`src/rtl/pc_bitctl_pkg.sv`:
```
package pc_bitctl_pkg;

  localparam int CMD_W   = 8;
  localparam int PORT_W  = 8;
  localparam int SEL_W   = 3;

  // decoded single-bit command
  typedef struct packed {
    logic             fire;  // accepted byte with top bit clear
    logic [SEL_W-1:0] sel;   // target bit index
    logic             val;   // value to write
  } bsr_cmd_t;

  // does the group owning a mask run a handshake mode
  function automatic logic grp_handshake(input logic grp_b, input logic [1:0] a_mode,
                                         input logic b_mode);
    return grp_b ? b_mode : (a_mode != 2'b00);
  endfunction

endpackage

```
`src/rtl/pc_bitctl_decode.sv`:
```
module pc_bitctl_decode
  import pc_bitctl_pkg::*;
(
  input  logic             cmd_valid,
  input  logic             cmd_ready,
  input  logic [CMD_W-1:0] cmd_data,
  output bsr_cmd_t         cmd
);
  // top bit 0 marks a single-bit command; bits 6:4 are never looked at
  always_comb begin
    cmd.fire = cmd_valid & cmd_ready & ~cmd_data[CMD_W-1];
    cmd.sel  = cmd_data[SEL_W:1];
    cmd.val  = cmd_data[0];
  end
endmodule

```
`src/rtl/pc_bitctl_route.sv`:
```
module pc_bitctl_route
  import pc_bitctl_pkg::*;
#(
  parameter int                      NUM_INTE       = 3,
  parameter logic [NUM_INTE*SEL_W-1:0] INTE_POS     = {3'd2, 3'd6, 3'd4},
  parameter logic [NUM_INTE-1:0]     INTE_GRP       = 3'b100,
  parameter bit                      MASK_AND_LATCH = 1'b0
) (
  input  bsr_cmd_t            cmd,
  input  logic [1:0]          grp_a_mode,
  input  logic                grp_b_mode,
  output logic                latch_we,
  output logic [NUM_INTE-1:0] mask_we
);
  logic [NUM_INTE-1:0] hit;

  for (genvar i = 0; i < NUM_INTE; i++) begin : g_hit
    localparam logic [SEL_W-1:0] POS = INTE_POS[i*SEL_W +: SEL_W];
    assign hit[i] = cmd.fire && (cmd.sel == POS) &&
                    grp_handshake(INTE_GRP[i], grp_a_mode, grp_b_mode);
  end

  assign mask_we = hit;

  if (MASK_AND_LATCH) begin : g_both
    assign latch_we = cmd.fire;
  end else begin : g_excl
    assign latch_we = cmd.fire && (hit == '0);
  end
endmodule

```
`src/rtl/pc_bitctl_latch.sv`:
```
module pc_bitctl_latch
  import pc_bitctl_pkg::*;
(
  input  logic              clk,
  input  logic              rst,
  input  logic              clr,
  input  logic              we,
  input  logic [SEL_W-1:0]  idx,
  input  logic              val,
  output logic [PORT_W-1:0] q
);
  always_ff @(posedge clk) begin
    if (rst || clr) begin
      q <= '0;
    end else if (we) begin
      q[idx] <= val;
    end
  end

  AST_BIT_WRITTEN: assert property (@(posedge clk) disable iff (rst)
    (we && !clr) |=> (q[$past(idx)] == $past(val)));
  AST_ONE_BIT_ONLY: assert property (@(posedge clk) disable iff (rst)
    (we && !clr) |=> ($countones(q ^ $past(q)) <= 1));
endmodule

```
`src/rtl/pc_bitctl_mask.sv`:
```
module pc_bitctl_mask #(
  parameter int NUM_INTE = 3
) (
  input  logic                clk,
  input  logic                rst,
  input  logic                clr,
  input  logic [NUM_INTE-1:0] we,
  input  logic                val,
  output logic [NUM_INTE-1:0] q
);
  for (genvar i = 0; i < NUM_INTE; i++) begin : g_ff
    always_ff @(posedge clk) begin
      if (rst || clr) q[i] <= 1'b0;
      else if (we[i]) q[i] <= val;
    end
  end

  AST_MASK_CLEARED: assert property (@(posedge clk) disable iff (rst)
    clr |=> (q == '0));
  AST_MASK_HELD: assert property (@(posedge clk) disable iff (rst)
    (!clr && we == '0) |=> $stable(q));
endmodule

```
`src/rtl/pc_bitctl.sv`:
```
module pc_bitctl
  import pc_bitctl_pkg::*;
#(
  parameter int                        NUM_INTE       = 3,
  parameter logic [NUM_INTE*SEL_W-1:0] INTE_POS       = {3'd2, 3'd6, 3'd4},
  parameter logic [NUM_INTE-1:0]       INTE_GRP       = 3'b100,
  parameter bit                        MASK_AND_LATCH = 1'b0
) (
  input  logic                clk,
  input  logic                rst,
  input  logic                cmd_valid,
  output logic                cmd_ready,
  input  logic [CMD_W-1:0]    cmd_data,
  input  logic                mode_chg,
  input  logic [1:0]          grp_a_mode,
  input  logic                grp_b_mode,
  output logic [PORT_W-1:0]   pc_latch,
  output logic [NUM_INTE-1:0] inte_mask
);
  bsr_cmd_t            cmd;
  logic                latch_we;
  logic [NUM_INTE-1:0] mask_we;

  assign cmd_ready = ~rst;

  pc_bitctl_decode u_dec (
    .cmd_valid (cmd_valid),
    .cmd_ready (cmd_ready),
    .cmd_data  (cmd_data),
    .cmd       (cmd)
  );

  pc_bitctl_route #(
    .NUM_INTE       (NUM_INTE),
    .INTE_POS       (INTE_POS),
    .INTE_GRP       (INTE_GRP),
    .MASK_AND_LATCH (MASK_AND_LATCH)
  ) u_route (
    .cmd        (cmd),
    .grp_a_mode (grp_a_mode),
    .grp_b_mode (grp_b_mode),
    .latch_we   (latch_we),
    .mask_we    (mask_we)
  );

  pc_bitctl_latch u_latch (
    .clk (clk),
    .rst (rst),
    .clr (mode_chg),
    .we  (latch_we),
    .idx (cmd.sel),
    .val (cmd.val),
    .q   (pc_latch)
  );

  pc_bitctl_mask #(.NUM_INTE(NUM_INTE)) u_mask (
    .clk (clk),
    .rst (rst),
    .clr (mode_chg),
    .we  (mask_we),
    .val (cmd.val),
    .q   (inte_mask)
  );

  AST_MODE_WORD_DROPPED: assert property (@(posedge clk) disable iff (rst)
    (cmd_valid && cmd_data[CMD_W-1] && !mode_chg) |=> ($stable(pc_latch) && $stable(inte_mask)));
  AST_IDLE_HOLD: assert property (@(posedge clk) disable iff (rst)
    (!cmd_valid && !mode_chg) |=> ($stable(pc_latch) && $stable(inte_mask)));
  AST_MODE_CLEARS_LATCH: assert property (@(posedge clk) disable iff (rst)
    mode_chg |=> (pc_latch == '0));
  AST_ALWAYS_READY: assert property (@(posedge clk) disable iff (rst)
    cmd_ready);
endmodule

```
`config.mk`:
```
export PLATFORM = sky130hd
export DESIGN_NAME = pc_bitctl
export DESIGN_NICKNAME = d
export VERILOG_FILES = /design/src/rtl/pc_bitctl_pkg.sv /design/src/rtl/pc_bitctl_decode.sv /design/src/rtl/pc_bitctl_route.sv /design/src/rtl/pc_bitctl_latch.sv /design/src/rtl/pc_bitctl_mask.sv /design/src/rtl/pc_bitctl.sv
export SDC_FILE = /design/constraint.sdc
export NUM_CORES = 1
export LEC_CHECK = 0
export CAP_MARGIN = 20
export CELL_PAD_IN_SITES_DETAIL_PLACEMENT = 0
export CELL_PAD_IN_SITES_GLOBAL_PLACEMENT = 2
export CORE_UTILIZATION = 25
export DETAILED_ROUTE_END_ITERATION = 10
export DONT_BUFFER_PORTS = 1
export GPL_TIMING_DRIVEN = 0
export PLACE_DENSITY_LB_ADDON = 0.1
export SLEW_MARGIN = 25
export SYNTH_ARGS = -nofsm -noshare
export SYNTH_HDL_FRONTEND = slang
export SYNTH_HIERARCHICAL = 1
export SYNTH_SLANG_ARGS = --single-unit
```
`constraint.sdc`:
```
create_clock -name clk -period 3.4 [get_ports clk]
set_input_delay 0.68 -clock clk [delete_from_list [all_inputs] [get_ports clk]]
set_output_delay 0.68 -clock clk [all_outputs]
set_load 0.02 [all_outputs]
```
==> results.txt <==
----------------------------------------------------
[Run status]
  Outcome ... complete, no violations

[Final layout]
  Non-Filler Cell Area, Final ... 699 µm²
  Final non-filler cell total ... 89
  Layout-stage area growth over the synthesis result ... 9.61%
  Net count of the finished layout ... 77
  Ratio of cells with drive above 1 in the final layout ... roughly 31%
  Share of the core filled with cells ... 30.2%
  Antenna diode instance count ... 0

[Pwr]
  Power consumption ... about 240 µW
  IR drop worst, VDD ... 150 µV
  Total power per unit cell area ... 343 nW/µm²
  Static leakage power ... 0.000275 µW

[Timing]
  Setup TNS ... 0 ns
  Slew Viols, Final ... 0
  Final count of negative-setup-slack endpoints ... 0
  RSZ-0062 raised after global routing ... no
  Slew at the pin with the worst max-slew slack ... 0.259 ns
  Worst max-slew margin expressed relative to the limit ... 82.7%
  Final hold vios ... 0
  Highest Clock Rate ... 587 MHz
  Final period demand of the worst path ... 1.70 ns
  Worst-case clock skew ... 0 ns
  Final worst path period share ... roughly half

[Logic synthesis]
  Mux contribution to synthesized area ... between 10% and 20%
  Xor and xnor area share after synthesis ... 0%
  Dominant synthesized flop cell ... dfxtp_1
  Netlist Area Pre-Place ... between 600 and 700 µm²
  Dominant cell type by area after synthesis ... dfxtp_1
  Number of instances in the synthesized netlist ... 57
  Warnings, synthesis ... 6
  Fraction of registers with async set or reset after synthesis ... 0%
  Number of synthesized flops with an enable pin ... 0
  Share of synthesized cell area in full adder, half adder and majority cells ... 0%
  Area share of the largest cell type after synthesis ... 34.5%
  Synthesized-area fraction occupied by ao, oa, aoi and oai cells ... 1.57%
  Library cells used by synthesis ... 18
  Yosys reg bits ... 11
  Dominant combinational cell family by area after synthesis ... simple AND/OR/NAND/NOR gates
  Net Count, Synth ... 72
  Cell types with the largest area share after synthesis ... dfxtp_1, mux2i_1, or3b_2
  Sequential share of the synthesized area ... 34.5%
  Average size of a mapped cell ... 11.2 µm²
  Synth cell count leaders ... dfxtp_1, mux2i_1, or3b_2
  Share of synthesized cell area in and, or, nand and nor gates ... 39.6%

[Placed design]
  Post-DP Area ... 673 µm²
  Placer congestion estimate ... 0.599
  Detailed placer's ending HPWL ... 920 µm
  Buffers on Ports ... 0
  DP Cell Count ... 85

[CTS]
  Clock edge transition at the registers on the reported setup and hold paths ... 0.07 ns
  H-tree depth ... 1
  Hold buffers post-CTS ... 0
  Buffer type at the clock tree root ... clkbuf_4
  Number of setup buffers added after CTS ... 0
  Insertion delay of the later-clocked pin in the worst-skew pair ... 0.26 ns
  Maximum buffer depth of the clock tree ... 2
  CTS tree ... yes
  Sink Count ... 11
  Number of gates resized after cts ... 0
  Total CTS buffers ... 3

[Floorplanning]
  Count of standard-cell rows ... 17
  Initial core utilization ... between 20 and 30%
  Area of the placeable core ... 2320 µm²
  Die Span Y ... 52.5 µm
  Horizontal die dimension ... 52.5 µm
  Area of the die ... between 2000 and 3000 µm²
  I/O Pins ... 27

[Global route]
  Overall routing resource usage ... 11.9%
  Number of antenna violations at the first check in global routing ... 0
  Global-route wire length before repair ... 2270 µm
  Residual overflow from global routing ... 0
  Pin count of the biggest net entering global routing ... 14
  Vias in the first global route ... around 490

[Worst setup path]
  Maximum net fanout on the critical path ... 13
  Setup CP Type ... input port to flop
  Data arrival at the endpoint of the critical path ... 1.90 ns
  Longest individual stage delay on the worst path ... 0.30 ns
  Number of buffer and inverter instances along the worst setup path ... 1
  Worst EP required ... approximately 3.6 ns
  Ordered cell list for the critical path ... inv_1 > and3b_1 > o211a_1 > nor4b_2 > mux2i_1
  Worst R2R Start ... u_latch/q[5]$_SDFFE_PP0P_
  Critical path origin ... rst
  Dominant delay contributor by cell family on the critical path ... simple AND/OR/NAND/NOR gates
  Crit end category ... flop
  Critical-path cell with the highest stage delay ... o211a_1
  Setup crit start kind ... input port

[Route]
  Detail-routed net length per standard cell ... ~15 µm
  Average vias per placed instance ... 5.12
  Antenna-violating nets left ... 0
  Routed wire length ... 1360 µm
  Total iterations of the first detailed-routing run ... 4
  DRC violations left ... 0
  Routed vias ... 456
  Starting DRT DRC Count ... 7

[Worst hold path]
  Hold path startpoint ... mode_chg
  Worst min path class ... input port to flop

[Job]
  Max capacitance violation total ... 0

----------------------------------------------------
[stage by stage]
step / hold slack, ns / setup slack, ns
2_1_floorplan: 0.586 / 1.53
3_3_place_gp: 0.600 / 1.42
3_5_place_dp: 0.607 / 1.41
4_1_cts: 0.470 / 1.68
5_1_grt: 0.470 / 1.58
6_report: 0.485 / 1.70
[metal layers]
layer | vias to the layer above | share of wire (%) | GRT usage [%]
met2 | 19 | 43 | 17.3
li1 | 225 | - | -
met4 | 0 | 0.73 | 6.58
met3 | 2 | 8.7 | 4.93
met5 | - | 0 | 0
met1 | 210 | 47 | 14.6
[kinds of logic after synthesis]
family / after synthesis
and+or+nand+nor: 28
buffers and inverters: 6
DFF: 11
AOI/OAI and AO/OA: 1
muxes: 11
[cells in the final DEF (no fill, tap or decap)]
cell	synthesis	routed
dfxtp_1	11	11
buf_6	1	1
clkbuf_4	0	3
nor3b_2	1	1
nand4b_1	4	4
and4bb_1	3	3
inv_1	1	1
nand3b_4	1	1
and3b_1	1	1
nor2_1	2	2
nand4bb_1	1	1
or3b_1	1	1
o211a_1	1	1
nand4_1	1	1
or3b_2	8	8
nor3_1	4	4
buf_4	4	4
mux2i_1	11	11
clkbuf_1	0	1
nor4b_2	1	1
[sequential cells by signal, summed over array words and instances (netlist names)]
name and cells:
u_latch/q 8, u_mask/q 3
[worst paths after layout]
| check | endpoint | slack (ns) | depth (start not counted) |
|---|---|---|---|
| worst min register to register | u_mask/q[0]$_SDFFE_PP0P_ | 0.62 | 2 |
| worst min-delay path | u_mask/q[0]$_SDFFE_PP0P_ | 0.49 | 1 |
| worst max-delay path | u_latch/q[0]$_SDFFE_PP0P_ | 1.70 | 5 |
| worst max register to register | u_latch/q[5]$_SDFFE_PP0P_ | 2.28 | 2 |
[report_power, final]
group          total [µW]  internal [µW]  switching [µW]  leakage [µW]
registers             130            129           0.544     0.0000886
clock network        88.4           45.3            43.1     0.0000150
logic                21.7           10.0            11.7      0.000171
total                 240            184            55.3      0.000275
[area by class of cell]
| class | instances | area (µm²) |
|---|---|---|
| fillers | 260 | 1620 |
| well taps | 28 | 35.0 |
| plain buffers | 5 | 41.3 |
| clock buffers | 4 | 26.3 |
| multi-input cells | 40 | 373 |
| flip-flops and latches | 11 | 220 |
| inverters | 1 | 3.75 |
Note: power is estimated with default switching activity, not from simulation.
